**src/rtl/oe_pkg.sv**
```systemverilog
package oe_pkg;

    localparam int NUM_REGS  = 3;
    localparam int REG_W     = 8;
    localparam int NUM_PAIRS = 6;
    localparam int PTR_W     = $clog2(NUM_REGS + 1);

    typedef enum logic [2:0] {
        PH_IDLE,
        PH_ADDR,
        PH_CMD,
        PH_CNT,
        PH_DATA
    } phase_e;

    function automatic logic [REG_W-1:0] reg_default(input int idx);
        case (idx)
            0:       return 8'hFF;
            1:       return 8'hC0;
            default: return 8'hFF;
        endcase
    endfunction

    function automatic int pair_reg(input int pair);
        return (pair == 3) ? 1 : 0;
    endfunction

    function automatic int pair_bit(input int pair);
        case (pair)
            0:       return 7;
            1:       return 6;
            2:       return 3;
            3:       return 6;
            4:       return 0;
            default: return 2;
        endcase
    endfunction

endpackage

```
**src/rtl/oe_bus_sync.sv**
```systemverilog
module oe_bus_sync #(
    parameter int STAGES = 2
) (
    input  logic clk,
    input  logic rst,
    input  logic scl_i,
    input  logic sda_i,
    output logic scl_o,
    output logic sda_o,
    output logic scl_rise_o,
    output logic scl_fall_o,
    output logic start_o,
    output logic stop_o
);

    typedef struct packed {
        logic [STAGES-1:0] scl_pipe;
        logic [STAGES-1:0] sda_pipe;
        logic              scl_prev;
        logic              sda_prev;
    } sync_t;

    sync_t q, d;

    always_comb begin
        d          = q;
        d.scl_pipe = {q.scl_pipe[STAGES-2:0], scl_i};
        d.sda_pipe = {q.sda_pipe[STAGES-2:0], sda_i};
        d.scl_prev = q.scl_pipe[STAGES-1];
        d.sda_prev = q.sda_pipe[STAGES-1];
    end

    always_ff @(posedge clk) begin
        if (rst) q <= '1;
        else     q <= d;
    end

    assign scl_o      = q.scl_pipe[STAGES-1];
    assign sda_o      = q.sda_pipe[STAGES-1];
    assign scl_rise_o = scl_o & ~q.scl_prev;
    assign scl_fall_o = ~scl_o & q.scl_prev;
    assign start_o    = scl_o & q.scl_prev & q.sda_prev & ~sda_o;
    assign stop_o     = scl_o & q.scl_prev & ~q.sda_prev & sda_o;

endmodule

```
**src/rtl/oe_byte_fsm.sv**
```systemverilog
module oe_byte_fsm
    import oe_pkg::*;
#(
    parameter logic [6:0] DEV_ADDR = 7'h69
) (
    input  logic             clk,
    input  logic             rst,
    input  logic             scl_i,
    input  logic             sda_i,
    input  logic             scl_rise_i,
    input  logic             scl_fall_i,
    input  logic             start_i,
    input  logic             stop_i,
    output logic             we_o,
    output logic [PTR_W-1:0] widx_o,
    output logic [REG_W-1:0] wdata_o,
    output logic             pull_o
);

    typedef struct packed {
        phase_e             phase;
        logic [3:0]         bitcnt;
        logic [REG_W-1:0]   shreg;
        logic               ack;
        logic [REG_W-1:0]   remain;
        logic [PTR_W-1:0]   ptr;
    } fsm_t;

    fsm_t q, d;
    logic we;

    always_comb begin
        d  = q;
        we = 1'b0;
        if (stop_i) begin
            d.phase  = PH_IDLE;
            d.bitcnt = '0;
            d.ack    = 1'b0;
        end else if (start_i) begin
            d.phase  = PH_ADDR;
            d.bitcnt = '0;
            d.ack    = 1'b0;
        end else if (scl_rise_i && !q.ack && q.bitcnt < 4'd8) begin
            d.shreg  = {q.shreg[REG_W-2:0], sda_i};
            d.bitcnt = q.bitcnt + 4'd1;
        end else if (scl_fall_i && q.ack) begin
            d.ack = 1'b0;
        end else if (scl_fall_i && q.bitcnt == 4'd8) begin
            d.bitcnt = '0;
            case (q.phase)
                PH_ADDR: begin
                    if (q.shreg[7:1] == DEV_ADDR && !q.shreg[0]) begin
                        d.ack   = 1'b1;
                        d.phase = PH_CMD;
                    end else begin
                        d.phase = PH_IDLE;
                    end
                end
                PH_CMD: begin
                    d.ack   = 1'b1;
                    d.phase = PH_CNT;
                end
                PH_CNT: begin
                    d.ack    = 1'b1;
                    d.remain = q.shreg;
                    d.ptr    = '0;
                    d.phase  = PH_DATA;
                end
                PH_DATA: begin
                    d.ack = 1'b1;
                    if (q.remain != '0) begin
                        d.remain = q.remain - 8'd1;
                        if (q.ptr < PTR_W'(NUM_REGS)) begin
                            we    = 1'b1;
                            d.ptr = q.ptr + PTR_W'(1);
                        end
                    end
                end
                default: ;
            endcase
        end
    end

    always_ff @(posedge clk) begin
        if (rst) begin
            q.phase  <= PH_IDLE;
            q.bitcnt <= '0;
            q.shreg  <= '0;
            q.ack    <= 1'b0;
            q.remain <= '0;
            q.ptr    <= '0;
        end else begin
            q <= d;
        end
    end

    assign we_o    = we;
    assign widx_o  = q.ptr;
    assign wdata_o = q.shreg;
    assign pull_o  = q.ack;

    // the acknowledge pull only begins while the synchronized clock is low
    p_pull_scl_low_r10: assert property (@(posedge clk) disable iff (rst)
        $rose(q.ack) |-> !scl_i);

    // a START releases the data line on the next cycle
    p_start_release_r8: assert property (@(posedge clk) disable iff (rst)
        start_i |=> !q.ack);

    // a STOP releases the data line on the next cycle
    p_stop_release_r8: assert property (@(posedge clk) disable iff (rst)
        stop_i |=> !q.ack);

endmodule

```
**src/rtl/oe_reg_file.sv**
```systemverilog
module oe_reg_file
    import oe_pkg::*;
(
    input  logic                             clk,
    input  logic                             rst,
    input  logic                             we_i,
    input  logic [PTR_W-1:0]                 widx_i,
    input  logic [REG_W-1:0]                 wdata_i,
    output logic [NUM_REGS-1:0][REG_W-1:0]   regs_o
);

    logic [NUM_REGS-1:0][REG_W-1:0] regs_q, regs_d;

    always_comb begin
        regs_d = regs_q;
        for (int i = 0; i < NUM_REGS; i++) begin
            if (we_i && widx_i == PTR_W'(i)) regs_d[i] = wdata_i;
        end
    end

    always_ff @(posedge clk) begin
        if (rst) begin
            for (int i = 0; i < NUM_REGS; i++) regs_q[i] <= reg_default(i);
        end else begin
            regs_q <= regs_d;
        end
    end

    assign regs_o = regs_q;

    // register contents only move when the sequencer issued a write
    p_change_needs_we_r7: assert property (@(posedge clk) disable iff (rst)
        !$stable(regs_q) |-> $past(we_i));

endmodule

```
**src/rtl/oe_regbank.sv**
```systemverilog
module oe_regbank
    import oe_pkg::*;
#(
    parameter logic [6:0] DEV_ADDR    = 7'h69,
    parameter int         SYNC_STAGES = 2
) (
    input  logic                 clk,
    input  logic                 rst,
    input  logic                 scl_i,
    input  logic                 sda_i,
    output logic                 sda_pull_o,
    output logic [NUM_PAIRS-1:0] pair_en_o,
    output logic                 leak_test_o
);

    logic scl_s, sda_s, scl_rise, scl_fall, start_c, stop_c;
    logic                           we;
    logic [PTR_W-1:0]               widx;
    logic [REG_W-1:0]               wdata;
    logic [NUM_REGS-1:0][REG_W-1:0] regs;

    oe_bus_sync #(.STAGES(SYNC_STAGES)) u_sync (
        .clk        (clk),
        .rst        (rst),
        .scl_i      (scl_i),
        .sda_i      (sda_i),
        .scl_o      (scl_s),
        .sda_o      (sda_s),
        .scl_rise_o (scl_rise),
        .scl_fall_o (scl_fall),
        .start_o    (start_c),
        .stop_o     (stop_c)
    );

    oe_byte_fsm #(.DEV_ADDR(DEV_ADDR)) u_fsm (
        .clk        (clk),
        .rst        (rst),
        .scl_i      (scl_s),
        .sda_i      (sda_s),
        .scl_rise_i (scl_rise),
        .scl_fall_i (scl_fall),
        .start_i    (start_c),
        .stop_i     (stop_c),
        .we_o       (we),
        .widx_o     (widx),
        .wdata_o    (wdata),
        .pull_o     (sda_pull_o)
    );

    oe_reg_file u_regs (
        .clk     (clk),
        .rst     (rst),
        .we_i    (we),
        .widx_i  (widx),
        .wdata_i (wdata),
        .regs_o  (regs)
    );

    for (genvar p = 0; p < NUM_PAIRS; p++) begin : g_pair
        localparam int RI = pair_reg(p);
        localparam int BI = pair_bit(p);
        assign pair_en_o[p] = regs[RI][BI];
    end

    assign leak_test_o = ~regs[2][7];

    // output-stage controls are always driven to known levels
    p_outputs_known_r1: assert property (@(posedge clk) disable iff (rst)
        !$isunknown({pair_en_o, leak_test_o, sda_pull_o}));

endmodule

```
**config.mk**
```make
export PLATFORM = sky130hd
export DESIGN_NAME = oe_regbank
export DESIGN_NICKNAME = d
export VERILOG_FILES = /design/src/rtl/oe_pkg.sv /design/src/rtl/oe_bus_sync.sv /design/src/rtl/oe_byte_fsm.sv /design/src/rtl/oe_reg_file.sv /design/src/rtl/oe_regbank.sv
export SDC_FILE = /design/constraint.sdc
export NUM_CORES = 1
export LEC_CHECK = 0
export BUFFER_PORTS_ARGS = -buffer_cell sky130_fd_sc_hd__buf_2
export CAP_MARGIN = 0
export CELL_PAD_IN_SITES_DETAIL_PLACEMENT = 2
export CELL_PAD_IN_SITES_GLOBAL_PLACEMENT = 2
export CORE_AREA = 8 8 101 75
export DETAILED_ROUTE_END_ITERATION = 12
export DIE_AREA = 0 0 109 83
export PLACE_DENSITY_LB_ADDON = 0.15
export SLEW_MARGIN = 10
export SYNTH_ARGS = -nofsm -noshare
export SYNTH_HDL_FRONTEND = slang
export SYNTH_SLANG_ARGS = --single-unit
```
**constraint.sdc**
```tcl
create_clock -name clk -period 1.84 [get_ports clk]
set_input_delay 0.368 -clock clk [delete_from_list [all_inputs] [get_ports clk]]
set_output_delay 0.368 -clock clk [all_outputs]
set_load 0.005 [all_outputs]
```
==> flow_metrics.env <==
export IMPL_slowest_delay_ns=0.42
export IMPL_ir_drop_uv=292
export IMPL_path_max_fanout=6
export IMPL_syn_inst=223
export IMPL_grt_pass1_vias=1980
export IMPL_ys_flop_type="dfxtp_1"
export IMPL_drv_cap=0
export IMPL_first_iter_violations=51
export IMPL_grt_setup_unrepaired="true"
export IMPL_clkLatencyLatePin_ns=0.30
export IMPL_p_comb_share_pct=4.1
export IMPL_yosysSeqAreaShare_pct=40.7
export IMPL_die_y_um=83
export IMPL_grt_usage_pct=14.5
export IMPL_synth_edf_count=0
export IMPL_synth_seq_cells=39
export IMPL_num_vias=1758
export IMPL_slowest_stage="or3b_4"
export IMPL_start_kind="flop"
export IMPL_synth_avg_cell_area_um2=8.61
export IMPL_synthesis_area_um2=1920
export IMPL_synth_nets=235
export IMPL_cts_tree="done"
export IMPL_path_class="flop to flop"
export IMPL_intPower_mw=1.28
export IMPL_required_ns=2.02
export IMPL_arrival_ns=2.06
export IMPL_fp_dieW_um=109
export IMPL_p_per_area_nw_per_um2=656
export IMPL_switching_share_pct=22.3
export IMPL_worstPathCellList="or3b_4 > a31o_4 > nor3_4 > buf_12 > a21oi_4 > a311o_1"
export IMPL_max_freq_mhz=531
export IMPL_synth_compound_area_share_pct=19.7
export IMPL_finalCriticalPeriod_ns=1.88
export IMPL_period_share_pct=102
export IMPL_synth_area_mux_share_pct=1.04
export IMPL_violations="setup timing"
export IMPL_clk_path_buf_depth=2
export IMPL_antenna_left=0
export IMPL_overflow=0
export IMPL_leakage_nw=0.971
export IMPL_fp_row_count=24
export IMPL_synth_top_area_share_pct=40.7
export IMPL_yosys_area_share_simple_pct=25.7
export IMPL_dr_pass1_iters=4
export IMPL_worst_pin_slew_ns=0.547
export IMPL_post_place_ws_ns=-0.0841
export IMPL_syn2layout_area_growth_pct=30.5
export IMPL_wl_per_cell_um=18.9
export IMPL_post_drt_via_cell_ratio=5.17
export IMPL_hpwlAfterDp_mm=4.99
export IMPL_slew_violations=0
export IMPL_initial_core_util_pct=31.8
export IMPL_crit_family="simple AND/OR/NAND/NOR gates"
export IMPL_antenna_found_initial=0
export IMPL_grt_max_degree=15
export IMPL_ys_top_cells_by_area="dfxtp_1 (41%), a21oi_1 (6.3%), ha_1 (5.2%)"
export IMPL_drc=0
export IMPL_crit_path_end_kind="flop"
export IMPL_antenna_cells=0
export IMPL_hold_viol=0
export IMPL_synthTopCellsByCount="dfxtp_1 (39), nand2_1 (26), a21oi_1 (24)"
export IMPL_ioPinCount=12
export IMPL_synth_warnings=0
export IMPL_min_path_type="input port to flop"
export IMPL_yosysMostFrequentCell="dfxtp_1"
export IMPL_htreeDepth=2
export IMPL_place_gp_congestion=0.821
export IMPL_wl_mm=6.43
export IMPL_p_clk_share_pct=43.8
export IMPL_p_total_mw=1.64
export IMPL_clock_skew_ns=0.00976
export IMPL_root_buffer="clkbuf_8"
export IMPL_status="finished, violations left"
export IMPL_setup_ws_ns=-0.0442
export IMPL_cts_sinks=39
export IMPL_io_buffers=11
export IMPL_final_layout_size_suffix_gt1_share_pct=33.6
export IMPL_fp_dieArea_um2=9050
export IMPL_cts_buffers=5
export IMPL_power_frac_seq_pct=52.1
export IMPL_core_um2=6040
export IMPL_ys_types=53
export IMPL_synth_top_family_by_area="simple AND/OR/NAND/NOR gates"
export IMPL_finalSetupViolations=7
export IMPL_layout_nets=274
export IMPL_relSlewSlack_pct=63.4
export IMPL_crit_buf_inv=1
export IMPL_p_sw_mw=0.366
export IMPL_synth_top_area_cell="dfxtp_1"
export IMPL_async_reset_ff_share_pct=0
export IMPL_synth_xor_area_share_pct=0.913
export IMPL_holdBufCountCts=0
export IMPL_timing_setup_tns_ns=-0.161
export IMPL_clk_pin_slew_ns=0.08
export IMPL_synth_fa_ha_area_share_pct=5.22
export IMPL_grt_pass1_wl_mm=10.4
## registers in the layout, summed over array words and instances (netlist names)
| signal | count |
|---|---|
| u_regs.regs_o | 7 |
| u_fsm.wdata_o | 8 |
| u_sync.scl_o | 1 |
| u_fsm.pull_o | 1 |
| u_sync.d | 2 |
| u_fsm.widx_o | 2 |
| u_fsm.q | 15 |
| u_sync.sda_o | 1 |
| u_sync.q | 2 |
## stage by stage
step / cell area (um2) / util [%] / hold slack, ns / instances
after floorplan: 1930 / - / 0.389 / 223
after global placement: 2250 / 37.3 / 0.391 / 330
after detailed placement: 2250 / 37.3 / 0.413 / 330
after CTS: 2410 / 39.9 / 0.242 / 337
after global routing: 2500 / 41.5 / 0.238 / 340
final: 2500 / 41.5 / 0.255 / 340
## cells in the final DEF (no fill, tap or decap), types with 2 or more instances in the layout
master	Yosys	layout
dfxtp_1	39	36
buf_4	6	33
nand2_1	26	26
a21oi_1	24	22
nor2_1	18	18
buf_2	2	11
or2_2	8	8
inv_1	8	7
ha_1	8	7
and3_1	5	5
a211o_1	5	5
clkbuf_8	0	5
o21ai_0	9	4
nor3_1	6	4
nand3_1	3	3
nand4_1	3	3
o21ai_1	1	3
dfxtp_2	0	3
o21ai_2	0	2
mux2i_1	2	2
nand2b_1	2	2
nor3_2	0	2
a21o_1	2	2
nor4_1	2	2
a22oi_1	2	2
a311o_1	2	2
buf_6	2	2
## worst paths after layout
check,from,endpoint,slack (ns),cells after the start
max reg2reg,u_fsm.q[24],u_regs.regs_o[23],-0.04,6
min,scl_i,u_sync.d[5],0.26,2
min reg2reg,u_sync.d[3],u_sync.sda_o,0.42,1
max,u_fsm.q[24],u_regs.regs_o[23],-0.04,6
## worst reg2reg max path, delay by kind of cell (launching register included)
family	cells	cell delay [ns]
compound gates	3	0.58
simple gates	2	0.69
buf+inv	1	0.17
flops	1	0.33
## timing repair
item,4_1_cts,5_1_grt
resized for setup,10,18
buffers inserted,0,2
cloned,0,1
setup endpoints to repair,14,15
hold endpoints to repair,0,0
pin swaps,0,12
## layout make-up
class / count / area [um2]
fill: 656 / 3530
multi-input combinational: 160 / 1120
sequential: 39 / 785
timing repair buffer: 48 / 370
tap: 78 / 97.6
clock buffer: 5 / 68.8
clock inverter: 2 / 37.5
inverter: 8 / 30.0
## power by group through the flow
stage	clock [mW]	sequential (mW)	combinational [mW]
after floorplan	0	0.877	0.0302
after global placement	0	0.875	0.0590
after detailed placement	0	0.876	0.0623
after CTS	0.741	0.856	0.0656
after global routing	0.772	0.858	0.0738
final	0.719	0.856	0.0673
## cell families after synthesis
kind of cell | Yosys count
AO/OA/AOI/OAI | 58
XOR/XNOR | 2
adder cells (fa/ha/maj) | 8
buffers and inverters | 24
flip-flops | 39
multiplexers | 2
AND/OR/NAND/NOR | 90
## metal layers
metal  vias up  GRT usage, %  share of wire [%]  wire (um)
met3         8          3.47                2.8        183
met2        21          23.1                 46       2990
li1        860             -                  -          -
met5         -             0                  0          0
met4         0          4.34                1.1         69
met1       869          18.8                 50       3190
Power figures use the tool's default switching activity.
